## config.mk

```make
export PLATFORM = sky130hd
export DESIGN_NAME = fatal_err_agg
export DESIGN_NICKNAME = d
export VERILOG_FILES = /design/src/rtl/fea_pkg.sv /design/src/rtl/fea_word.sv /design/src/rtl/fea_online.sv /design/src/rtl/fea_regread.sv /design/src/rtl/fatal_err_agg.sv
export SDC_FILE = /design/constraint.sdc
export NUM_CORES = 1
export LEC_CHECK = 0
export BUFFER_PORTS_ARGS = -buffer_cell sky130_fd_sc_hd__buf_2
export CORE_UTILIZATION = 48
export DETAILED_ROUTE_END_ITERATION = 6
export PLACE_DENSITY = 0.87
export RECOVER_POWER = 50
export REMOVE_ABC_BUFFERS = 1
export SLEW_MARGIN = 20
export SYNTH_ARGS = -nofsm -noshare
export SYNTH_HDL_FRONTEND = slang
export SYNTH_SLANG_ARGS = --single-unit
```

## constraint.sdc

```tcl
create_clock -name clk -period 3.5 [get_ports clk]
set_clock_uncertainty 0.2 [all_clocks]
set_input_delay 1.05 -clock clk [delete_from_list [all_inputs] [get_ports clk]]
set_output_delay 1.05 -clock clk [all_outputs]
set_load 0.02 [all_outputs]
```

## src/rtl/fea_pkg.sv

```systemverilog
// Package: shared sizing helpers for the fatal-error collector.
// Assumes the register data path is one 32-bit dword.
package fea_pkg;
    parameter int WORD_W = 32;

    // Number of unit bits that live in register word idx.
    function automatic int word_bits(input int total, input int idx);
        int rem;
        rem = total - idx * WORD_W;
        return (rem > WORD_W) ? WORD_W : rem;
    endfunction
endpackage

```

## src/rtl/fea_word.sv

```systemverilog
// Module: one status/mask register pair for up to 32 error sources.
// Status bits are sticky and cleared by writing ones; a simultaneous error
// event wins over a clear. pend flags any set status bit whose mask is clear.
// Assumes stat_clr is already qualified by the address decode.
module fea_word #(
    parameter int BITS = 32
) (
    input  logic            clk,
    input  logic            rst_n,
    input  logic [BITS-1:0] err_evt,
    input  logic [BITS-1:0] stat_clr,
    input  logic            mask_we,
    input  logic [BITS-1:0] mask_wdata,
    output logic [BITS-1:0] status,
    output logic [BITS-1:0] mask,
    output logic            pend
);
    // Latch error events, drop bits that software cleared (events win).
    always_ff @(posedge clk) begin
        if (!rst_n) status <= '0;
        else        status <= (status & ~stat_clr) | err_evt;
    end

    // Load the mask word on a decoded write.
    always_ff @(posedge clk) begin
        if (!rst_n)       mask <= '0;
        else if (mask_we) mask <= mask_wdata;
    end

    // Any unmasked latched error.
    assign pend = |(status & ~mask);

    // without a clear, no set bit may fall.
    assert_sticky_R2: assert property (@(posedge clk) disable iff (!rst_n)
        (stat_clr == '0) |=> ((status & $past(status)) == $past(status)));

    // every bit that saw an event is set afterwards, clear or not.
    assert_set_wins_R4: assert property (@(posedge clk) disable iff (!rst_n)
        (err_evt != '0) |=> ((status & $past(err_evt)) == $past(err_evt)));
endmodule

```

## src/rtl/fea_online.sv

```systemverilog
// Module: per-unit online-control bits.
// Any pending unmasked error clears every bit at the next edge. Software
// writes are accepted only when nothing is pending. Reset brings all units
// online. Assumes bit_we is already qualified by the address decode.
module fea_online #(
    parameter int NUM = 48
) (
    input  logic           clk,
    input  logic           rst_n,
    input  logic           pending,
    input  logic [NUM-1:0] bit_we,
    input  logic [NUM-1:0] bit_wdata,
    output logic [NUM-1:0] online
);
    // Force offline on error, otherwise merge software-written bits.
    always_ff @(posedge clk) begin
        if (!rst_n)       online <= '1;
        else if (pending) online <= '0;
        else              online <= (online & ~bit_we) | (bit_wdata & bit_we);
    end

    // a pending unmasked error leaves every unit offline next cycle.
    assert_offline_R7: assert property (@(posedge clk) disable iff (!rst_n)
        pending |=> (online == '0));

    // with no write and no pending error, the online bits keep their value.
    assert_online_hold_R8: assert property (@(posedge clk) disable iff (!rst_n)
        (!pending && bit_we == '0) |=> $stable(online));
endmodule

```

## src/rtl/fea_regread.sv

```systemverilog
// Module: read multiplexer for the status, mask and online words.
// Words are padded to 32 bits with zeros, so reserved bits read as zero.
// Assumes status, mask and online words sit in consecutive groups from
// BASE_IDX; every other index reads as zero.
module fea_regread #(
    parameter int NUM_WORDS = 2,
    parameter int ADDR_W    = 12,
    parameter int BASE_IDX  = 40,
    localparam int PAD_W    = NUM_WORDS * fea_pkg::WORD_W
) (
    input  logic [ADDR_W-1:0] addr,
    input  logic [PAD_W-1:0]  stat_pad,
    input  logic [PAD_W-1:0]  mask_pad,
    input  logic [PAD_W-1:0]  onl_pad,
    output logic [31:0]       rdata
);
    localparam int W = fea_pkg::WORD_W;

    // Select the addressed dword, zero when the index is unmapped.
    always_comb begin
        rdata = '0;
        for (int w = 0; w < NUM_WORDS; w++) begin
            if (int'(addr) == BASE_IDX + w)                 rdata = stat_pad[w*W +: W];
            if (int'(addr) == BASE_IDX + NUM_WORDS + w)     rdata = mask_pad[w*W +: W];
            if (int'(addr) == BASE_IDX + 2 * NUM_WORDS + w) rdata = onl_pad[w*W +: W];
        end
    end
endmodule

```

## src/rtl/fatal_err_agg.sv

```systemverilog
// Module: top of the unrecoverable-error collector.
// Builds one status/mask pair per register word, ORs their pending flags
// into the host and management interrupts, and feeds the same flag to the
// online-control bits. Assumes error inputs are synchronous to clk.
module fatal_err_agg #(
    parameter int NUM_UNITS = 48,
    parameter int ADDR_W    = 12,
    parameter int BASE_IDX  = 40
) (
    input  logic                 clk,
    input  logic                 rst_n,
    input  logic [NUM_UNITS-1:0] err_evt,
    input  logic                 reg_we,
    input  logic [ADDR_W-1:0]    reg_addr,
    input  logic [31:0]          reg_wdata,
    output logic [31:0]          reg_rdata,
    output logic                 host_irq,
    output logic                 mgmt_irq,
    output logic [NUM_UNITS-1:0] unit_online
);
    import fea_pkg::*;

    localparam int NUM_WORDS = (NUM_UNITS + WORD_W - 1) / WORD_W;
    localparam int PAD_W     = NUM_WORDS * WORD_W;
    localparam int MAP_END   = BASE_IDX + 3 * NUM_WORDS;

    logic [NUM_UNITS-1:0] stat_all;
    logic [NUM_UNITS-1:0] mask_all;
    logic [NUM_UNITS-1:0] onl_we;
    logic [NUM_UNITS-1:0] onl_wd;
    logic [NUM_WORDS-1:0] pend_w;
    logic                 pending;

    for (genvar g = 0; g < NUM_WORDS; g++) begin : g_word
        localparam int LO   = g * WORD_W;
        localparam int BITS = word_bits(NUM_UNITS, g);

        logic            hit_stat;
        logic            hit_mask;
        logic            hit_onl;
        logic [BITS-1:0] st;
        logic [BITS-1:0] mk;

        // Decode this word's three register indices.
        assign hit_stat = reg_we && (int'(reg_addr) == BASE_IDX + g);
        assign hit_mask = reg_we && (int'(reg_addr) == BASE_IDX + NUM_WORDS + g);
        assign hit_onl  = reg_we && (int'(reg_addr) == BASE_IDX + 2 * NUM_WORDS + g);

        fea_word #(.BITS(BITS)) u_word (
            .clk        (clk),
            .rst_n      (rst_n),
            .err_evt    (err_evt[LO +: BITS]),
            .stat_clr   (hit_stat ? reg_wdata[BITS-1:0] : '0),
            .mask_we    (hit_mask),
            .mask_wdata (reg_wdata[BITS-1:0]),
            .status     (st),
            .mask       (mk),
            .pend       (pend_w[g])
        );

        assign stat_all[LO +: BITS] = st;
        assign mask_all[LO +: BITS] = mk;
        assign onl_we[LO +: BITS]   = {BITS{hit_onl}};
        assign onl_wd[LO +: BITS]   = reg_wdata[BITS-1:0];
    end

    assign pending  = |pend_w;
    assign host_irq = pending;
    assign mgmt_irq = pending;

    fea_online #(.NUM(NUM_UNITS)) u_online (
        .clk       (clk),
        .rst_n     (rst_n),
        .pending   (pending),
        .bit_we    (onl_we),
        .bit_wdata (onl_wd),
        .online    (unit_online)
    );

    fea_regread #(
        .NUM_WORDS (NUM_WORDS),
        .ADDR_W    (ADDR_W),
        .BASE_IDX  (BASE_IDX)
    ) u_read (
        .addr     (reg_addr),
        .stat_pad (PAD_W'(stat_all)),
        .mask_pad (PAD_W'(mask_all)),
        .onl_pad  (PAD_W'(unit_online)),
        .rdata    (reg_rdata)
    );

    // the interrupt level follows the unmasked status, seen from the words' outputs.
    assert_irq_level_R6: assert property (@(posedge clk) disable iff (!rst_n)
        host_irq == (|(stat_all & ~mask_all)));

    // indices outside the mapped window read as zero.
    assert_unmapped_R10: assert property (@(posedge clk) disable iff (!rst_n)
        (int'(reg_addr) < BASE_IDX || int'(reg_addr) >= MAP_END) |-> (reg_rdata == '0));

    // a fully masked status never raises the interrupt.
    assert_mask_blocks_R5: assert property (@(posedge clk) disable iff (!rst_n)
        ((stat_all & ~mask_all) == '0) |-> !mgmt_irq);
endmodule

```

* Word-level counts from Yosys, hierarchy flattened
Cells that the tools add are included.
** Operators by class
- Multiplexer cells :: 9
- Eq/ne operators :: 6
- Bitwise logic cells :: 14
- Reductions and logical operators :: 7
** Operators with widths (count)
- 2-to-1 mux 32 bit :: 7
- AND 48 bit :: 2
- equality test 12 x 7 -> 1 bit, second input constant :: 6
- AND 32 bit :: 2
- inverter 32 bit :: 2
- 2-to-1 mux 48 bit :: 1
- inverter 48 bit :: 1
- bitwise OR 48 bit :: 1
- OR reduction 48 bit :: 1
- AND 16 bit :: 2
- inverter 16 bit :: 2
- bitwise OR 32 bit :: 1
- 2-to-1 mux 16 bit :: 1
- bitwise OR 16 bit :: 1
- logical AND 1 bit :: 6
** Storage, ports and cells
- Flip-flop bits (word level) :: 144
- Word-level logic and storage cells :: 41

* Longest topological paths before layout
Gate-level depths: netlist of the first run.
- Depth after elaboration :: 7
- Mapped depth :: 8
- Depth with buffers taken out :: 5

* Cells and area by module
From an unflattened synthesis of the first run, not the netlist that was laid out.
** Second synthesis, totals
- Cell total of the unflattened synthesis :: 958
- Area, all modules :: 8912.3 um^2
** Modules (own cells, without submodules)
- fea_word (g_word[0].u_word) :: cells an instance 256, area an instance 2518.7 um^2, times used 1, seq. area each 1281.2 um^2
- fea_regread :: cells an instance 306, area an instance 1969.4 um^2, times used 1, seq. area each 0.0 um^2
- fea_online :: cells an instance 154, area an instance 1855.5 um^2, times used 1, seq. area each 960.9 um^2
- fea_word (g_word[1].u_word) :: cells an instance 122, area an instance 1311.3 um^2, times used 1, seq. area each 640.6 um^2
- fatal_err_agg :: cells an instance 120, area an instance 1257.5 um^2, times used 1, seq. area each 0.0 um^2

* Least setup slack after synthesis of the first run
OpenSTA, ideal clock, no wires.
- Kind :: input to output
- Start point :: input port reg_addr[4]
- End point :: output port reg_rdata[12]
- Required time :: 2250 ps
- Path buffers :: 2
- Arrival :: 2566 ps
- Slack :: -316 ps
- Cell stages on the path :: 7
- Path through :: nor4b_4 and2_1 and3_1 buf_2 buf_4 o211ai_2 a31oi_1
** On the way
- Cells in the longest elaborated chain, start to end :: 7
- Elaborated cells between the ends (all ways) :: 12
- Classes of those cells :: eq/ne: 6; mux: 6
** Ends and longest elaborated chain
- start: declaration :: line fatal_err_agg.sv:14 : input logic [ADDR_W-1:0] reg_addr,
- equality test 12 x 7 -> 1 bit :: line fea_regread.sv:23 : if (int'(addr) == BASE_IDX + w) rdata = stat_pad[w*W +: W];
- 2-to-1 mux 32 bit :: line fea_regread.sv:23
- 2-to-1 mux 32 bit :: line fea_regread.sv:24 : if (int'(addr) == BASE_IDX + NUM_WORDS + w) rdata = mask_pad[w*W +: W];
- 2-to-1 mux 32 bit :: line fea_regread.sv:25 : if (int'(addr) == BASE_IDX + 2 * NUM_WORDS + w) rdata = onl_pad[w*W +: W];
- 2-to-1 mux 32 bit :: line fea_regread.sv:23
- 2-to-1 mux 32 bit :: line fea_regread.sv:24
- 2-to-1 mux 32 bit (*) :: line fea_regread.sv:25
- end: declaration :: line fatal_err_agg.sv:16 : output logic [31:0] reg_rdata,
Mark *: on every way between the ends. The rest lies on a longest branch, timed or not.

* Worst setup path in the final report of the first run
- Start point :: input port reg_addr[10]
- End point :: output port reg_rdata[0]
Same word-level chain as after synthesis.

==> key figures, run 1 <==
Outcome
  – Status: finished with violations
  – Failing checks: negative setup slack

Setup path
  – Crit-path cells: buf_6 > nor4_4 > buf_4 > nand3_4 > nor2_4 > buf_4 > nand2_1 > a31oi_1 > buf_2
  – Crit path buf inv count: 4
  – CP most frequent cell: buf_4
  – Stages on the worst setup path: 9
  – Crit. End Element: primary output
  – Startpoint types: input port
  – Slowest cell on crit path: nor4_4
  – Crit path max-delay family: simple AND/OR/NAND/NOR gates
  – WP data arrival: 2.73 ns
  – Reg2reg setup slack: 1.37 ns
  – Data required, critical path: 2.25 ns
  – R2R depth: 6
  – Crit path kind: in -> out
  – Max incr delay on CP: 0.38 ns
  – Max Fanout on Critical Path: 8

Synth
  – Yosys warning count: 0
  – #FFs+latches synth: 144
  – Top_reg_cell synth: dfxtp_1
  – Synth cell count leaders: 226 x nand2_1, 144 x dfxtp_1, 112 x a31oi_1
  – Synth top area cells: dfxtp_1 43%, nand2_1 13%, a31oi_1 10%
  – Post-Syn Instances: 900
  – Most common cell in the netlist: nand2_1
  – Post-synthesis simple-gate area fraction: 21.0%
  – Async set or reset register ratio after synthesis: 0%
  – Area share of the largest cell type after synthesis: 42.7%
  – Compound-cell area share of the yosys netlist: 25.8%
  – Mux cell area share after synthesis: 2.37%
  – Syn Area/Cell: 7.50 µm²
  – Count of different cell masters after synthesis: 38
  – Sequential-to-total area share from yosys stat: 42.7%
  – Cell taking the most area after synthesis: dfxtp_1
  – Largest family of logic cells by synthesized area: compound AO/OA/AOI/OAI gates
  – Xor and xnor fraction of the mapped netlist area: 0.130%
  – Post-synth EDFFs: 0
  – Post-synthesis cell area: 0.00675 mm²
  – Post-Synth Adder-Cell Area: 0%

Routing
  – Vias: 7697
  – DR DRC count: 0
  – Drt first pass iters: 6
  – DRT antenna net count: 0
  – Wire length per cell: 19.4 µm
  – Total wire length: 24.8 mm
  – Initial DRC Count: 1171
  – Routed vias/inst: 6.04

GRT
  – GRT Total Usage: 33.1%
  – First-pass GRT wire length: 36.6 mm
  – Vias in the first global route: 6755
  – Largest net degree at the start of global routing: 83
  – Initial antenna violation count: 0
  – Total grt overflow: 0

Clock network
  – CTS max path bufs: 2
  – Clock root cell: clkbuf_16
  – H-tree levels: 4
  – Clock sinks: 144
  – Hold_buf cts: 0
  – Clock latency on the worst-skew pair: 0.42 ns
  – Clock Pin Slew Worst Setup and Hold Paths: 0.06 ns
  – TritonCTS Buffers: 17
  – CTS tree: built

Timing
  – RSZ-0062 raised after global routing: yes
  – Final setup margin: -0.480 ns
  – Max-slew violations: 0
  – FMAX: 251 MHz
  – Min Clock Period, post-route: 3.98 ns
  – Worst-margin pin slew: 0.874 ns
  – Final setup violation count: 32
  – Slew headroom: 41.7%
  – Count of final hold-check violations: 0
  – Final Cycle Share: 114%
  – TNS Setup: -12.78 ns
  – WHS: 0.261 ns

Floorplan
  – Chip Height: 121 µm
  – Die Wd: 121 µm
  – Die Area: 0.0145 mm²
  – I/O pins: 177
  – Starting Density: 50.0%
  – Placeable Area: 0.0135 mm²
  – Row count: 42

Placement
  – Gpl congestion: 0.895
  – DP Cell Count: 1236
  – Dpl hpwl: 15.9 mm
  – I/O Buffers: 176

Pwr
  – P_leak: 3.71 nW
  – P per Cell Area: 484 mW/mm²
  – Max VDD drop: 0.000365 V
  – Pwr Total: 4.32 mW

Run
  – Max Cap Viol: 0

Hold path
  – Worst hold path depth: 2
  – HP Class: reg -> reg

Layout
  – Final core occ: 66.1%
  – Share of layout cells above drive strength 1: 22.8%
  – Nets: 1180
  – Area Growth Syn to Fin: 32.3%
  – Layout Cells excl Fill: 1275
[report_power, final]
group	total (mW)	internal [mW]	switching [mW]
clock network	2.11	1.40	0.712
logic	0.424	0.150	0.274
registers	1.79	1.72	0.0662
total	4.32	3.27	1.05
[placed cells by master (no fill, tap or decap), types with 18 or more instances in the layout]
cell      netlist  layout
a31oi_1       112     110
o21ai_0        69      64
dfxtp_1       144     144
nand2_1       226     226
inv_1          64      64
nand2b_1       31      31
o21ai_1        22      25
clkbuf_1       39      50
a21oi_1        32      32
buf_4           2      58
buf_2          22     110
nand3_1        19      18
[per-layer routing]
metal | vias up | track usage (%) | share of wire [%]
met1 | 3513 | 42.5 | 38
met4 | 0 | 15.0 | 4.4
met5 | - | 0 | 0
li1 | 3500 | - | -
met3 | 112 | 6.18 | 12
met2 | 572 | 53.8 | 46
[stage by stage]
step,setup WS (ns),area [µm²]
floorplan,-0.543,6450
global placement,-0.384,8060
detailed placement,-0.414,8060
CTS,-0.381,8840
global route,-0.532,8930
finish,-0.480,8930
[final timing paths]
kind	start	endpoint
max	reg_addr[10]	reg_rdata[0]
min	g_word[0].u_word.mask[25]	g_word[0].u_word.mask[25]
max reg2reg	g_word[0].u_word.mask[26]	u_online.online[37]
min reg2reg	g_word[0].u_word.mask[25]	g_word[0].u_word.mask[25]
[state kept, by name, indices dropped and copies added (netlist names)]
name                  cells
g_word.u_word.mask       48
g_word.u_word.status     48
u_online.online          48
[repair_timing]
action                                  CTS  global route
endpoints found under the setup margin   32            34
buffers inserted                          2             2
cloned                                    1             1
pin swaps                                 5             6
resized for setup                        28            30
[cell type report]
| type | instances | area, µm² |
|---|---|---|
| clock buffers | 23 | 478 |
| diodes | 1 | 2.50 |
| clock inverters | 9 | 201 |
| well taps | 176 | 220 |
| flip-flops and latches | 144 | 2880 |
| multi-input cells | 624 | 3480 |
| repair buffers | 234 | 1420 |
| fillers | 1123 | 4570 |
| inverters | 64 | 240 |
[kinds of logic after synthesis]
| logic type | count (synthesis) |
|---|---|
| and+or+nand+nor | 320 |
| AOI/OAI and AO/OA | 287 |
| DFF | 144 |
| buffers and inverters | 132 |
| muxes | 16 |
| xor gates and xnor gates | 1 |
[tightest hold or removal path, delay by kind of cell, from the launching register on]
| kind | cells | cell delay [ns] |
|---|---|---|
| compound gates | 1 | 0.05 |
| simple gates | 1 | 0.05 |
| flops | 1 | 0.31 |
Note: power is estimated with default switching activity, not from simulation.
==> run 2: changes to the inputs <==
--- a/config.mk
+++ b/config.mk
@@ -6,9 +6,9 @@
 export NUM_CORES = 1
 export LEC_CHECK = 0
 export BUFFER_PORTS_ARGS = -buffer_cell sky130_fd_sc_hd__buf_2
-export CORE_UTILIZATION = 48
+export CORE_UTILIZATION = 40
 export DETAILED_ROUTE_END_ITERATION = 6
-export PLACE_DENSITY = 0.87
+export PLACE_DENSITY = 0.76
 export RECOVER_POWER = 50
 export REMOVE_ABC_BUFFERS = 1
 export SLEW_MARGIN = 20
==> run 2 against run 1 <==
Net effect: the flow still finishes with violations (negative setup slack); sequential power hardly changed; via count is 4.5% lower; maximum frequency is 1.3% higher; register-to-register slack better by 0.03 ns; critical path type unchanged; power is 6.3% lower; cell count increased by 4.1%; setup slack improved by 0.051 ns; critical path depth unchanged; core utilization fell by 11 points; cell area rose by 2.7%; global-route usage is 5.1 points lower; combinational power barely moved.
==> key figures, run 2 (synthesis results as in run 1) <==
Outcome
  – Status: finished with violations
  – Failing checks: negative setup slack

Timing
  – Count of final hold-check violations: 0 (unchanged)
  – Final setup violation count: 32 (unchanged)
  – Final Cycle Share: 112% (-1.5 points)
  – RSZ-0062 raised after global routing: yes
  – Min Clock Period, post-route: 3.93 ns (-0.0512 ns)
  – Max-slew violations: 0 (unchanged)
  – Slew headroom: 48.2% (+6.4 points)
  – FMAX: 255 MHz (+1.3%)
  – Final setup margin: -0.429 ns (+0.0512 ns)
  – Worst-margin pin slew: 0.778 ns (-0.0967 ns)

Routing
  – Total wire length: 24.2 mm (-2.2%)
  – Drt first pass iters: 5 (-1)
  – DR DRC count: 0 (unchanged)
  – DRT antenna net count: 0 (unchanged)
  – Wire length per cell: 18.3 µm (-6.1%)
  – Vias: 7352 (-4.5%)
  – Routed vias/inst: 5.54 (-8.2%)
  – Initial DRC Count: 542 (-54%)

Setup path
  – CP most frequent cell: buf_6
  – Max incr delay on CP: 0.36 ns (-0.02 ns)
  – R2R Path End: u_online.online[6]
  – Startpoint types: input port
  – Crit. End Element: primary output
  – Crit path kind: in -> out
  – Max Fanout on Critical Path: 4 (-4)
  – R2R depth: 6 (unchanged)
  – Slowest cell on crit path: nor4_4
  – WP data arrival: 2.68 ns (-0.05 ns)
  – Reg2reg setup slack: 1.40 ns (+0.03 ns)
  – Data required, critical path: 2.25 ns (about the same)
  – Crit-path cells: buf_6 > nor4_4 > and2_4 > and3_4 > buf_6 > buf_12 > o211ai_2 > a31oi_1 > buf_2
  – Reg-to-Reg Start: g_word[1].u_word.mask[2]

GRT
  – GRT Total Usage: 27.9% (-5.1 points)
  – Total grt overflow: 0 (unchanged)
  – Vias in the first global route: 6817 (+0.92%)
  – Initial antenna violation count: 0 (unchanged)
  – First-pass GRT wire length: 37.6 mm (+3.0%)
  – Largest net degree at the start of global routing: 105 (+27%)

Clock network
  – Clock sinks: 144 (unchanged)
  – CTS tree: built
  – CTS max path bufs: 2 (unchanged)
  – Clock latency on the worst-skew pair: 0.43 ns (about the same)
  – Clock Pin Slew Worst Setup and Hold Paths: 0.06 ns (about the same)
  – TritonCTS Buffers: 17 (unchanged)
  – Clock root cell: clkbuf_16
  – H-tree levels: 4 (unchanged)

Layout
  – Share of layout cells above drive strength 1: 25.3% (+2.5 points)
  – Largest regs: g_word.u_word.mask x48, g_word.u_word.status x48, u_online.online x48
  – Layout Cells excl Fill: 1327 (+4.1%)
  – Most frequent cells in the layout: 210 x nand2_1, 144 x dfxtp_1, 107 x a31oi_1, 99 x buf_2, 64 x inv_1
  – Area Growth Syn to Fin: 35.8%
  – Nets: 1188 (+0.68%)
  – Most common cell after layout, fill and taps aside: nand2_1

Pwr
  – Pwr Total: 4.05 mW (-6.3%)
  – Max VDD drop: 0.000347 V (-4.8%)
  – P per Cell Area: 441 mW/mm² (-8.8%)
  – P_leak: 3.82 nW (+3.0%)

Hold path
  – Worst hold path depth: 2 (unchanged)
  – Worst Hold Path EP: g_word[0].u_word.mask[14]
  – HP Class: reg -> reg
  – Hold path startpoint: g_word[0].u_word.mask[14]

Placement
  – DP Cell Count: 1291 (+4.4%)
  – Gpl congestion: 0.890 (-0.59%)
  – Dpl hpwl: 16.6 mm (+4.8%)
  – I/O Buffers: 176 (unchanged)

Floorplan
  – Chip Height: 132 µm (+9.4%)
  – Die Area: 0.0174 mm² (+20%)
  – Row count: 47 (+12%)
  – Placeable Area: 0.0165 mm² (+22%)
  – I/O pins: 177 (unchanged)
  – Starting Density: 40.9% (-9.1 points)
  – Die Wd: 132 µm (+9.4%)

Run
  – Max Cap Viol: 0 (unchanged)
run 2: changes by cell type in the layout (fill, tap and decap cells not counted), sizes merged:
cell	change
bufinv	-4
clkbuf	-2
buf	+7
clkinv	+4
clkinvlp	+3
run 2: worst max-delay path by stage:
stage	start	end	cells after the start
global route	reg_addr[11]	reg_rdata[4]	8
finish	reg_addr[11]	reg_rdata[9]	9
floorplan	reg_addr[4]	reg_rdata[0]	5
CTS	reg_addr[8]	reg_rdata[13]	9
detailed placement	reg_addr[11]	reg_rdata[7]	8
global placement	reg_addr[4]	reg_rdata[0]	9
run 2: final cells by class:
type	instances	area (µm²)
antenna	1	2.50
clock buffer	20	457
clock inverter	12	135
fill	1506	7350
inverter	64	240
multi-input combinational	624	3570
sequential	144	2880
tap	220	275
timing repair buffer	242	1610
run 2: per-layer routing:
metal / vias to the layer above / track usage (%) / wire [µm]
li1: 3527 / - / -
met1: 3435 / 36.4 / 10200
met2: 342 / 44.2 / 11300
met3: 48 / 6.42 / 2020
met4: 0 / 12.3 / 702
met5: - / 0 / 0
run 2: where the power goes:
group	total, mW	leakage, nW	switching (mW)	internal (mW)
combinational	0.425	2.35	0.269	0.156
clock	1.83	0.279	0.741	1.09
sequential	1.79	1.19	0.0717	1.72
run 2: timing repair:
action | in CTS | in global routing
hold buffers | 0 | 0
setup buffers | 3 | 0
gates resized for setup | 78 | 28
gates cloned | 1 | 0
pin swaps | 28 | 8
setup endpoints to repair | 34 | 34
run 2: per-stage QoR:
step	area [µm²]	utilization (%)	hold WS (ns)	setup slack, ns	TNS (ns)
floorplan	6450	-	0.239	-0.543	-27.87
global placement	8260	50.0	0.247	-0.449	-12.03
detailed placement	8260	50.0	0.254	-0.469	-13.00
CTS	9130	55.3	0.262	-0.423	-10.52
global route	9170	55.5	0.284	-0.484	-12.13
finish	9170	55.5	0.261	-0.429	-9.65
run 2: critical path: cells and delay by family:
| kind | cells | cell delay, ns |
|---|---|---|
| AOI/OAI and AO/OA | 2 | 0.32 |
| and+or+nand+nor | 3 | 0.77 |
| buffers and inverters | 4 | 0.54 |
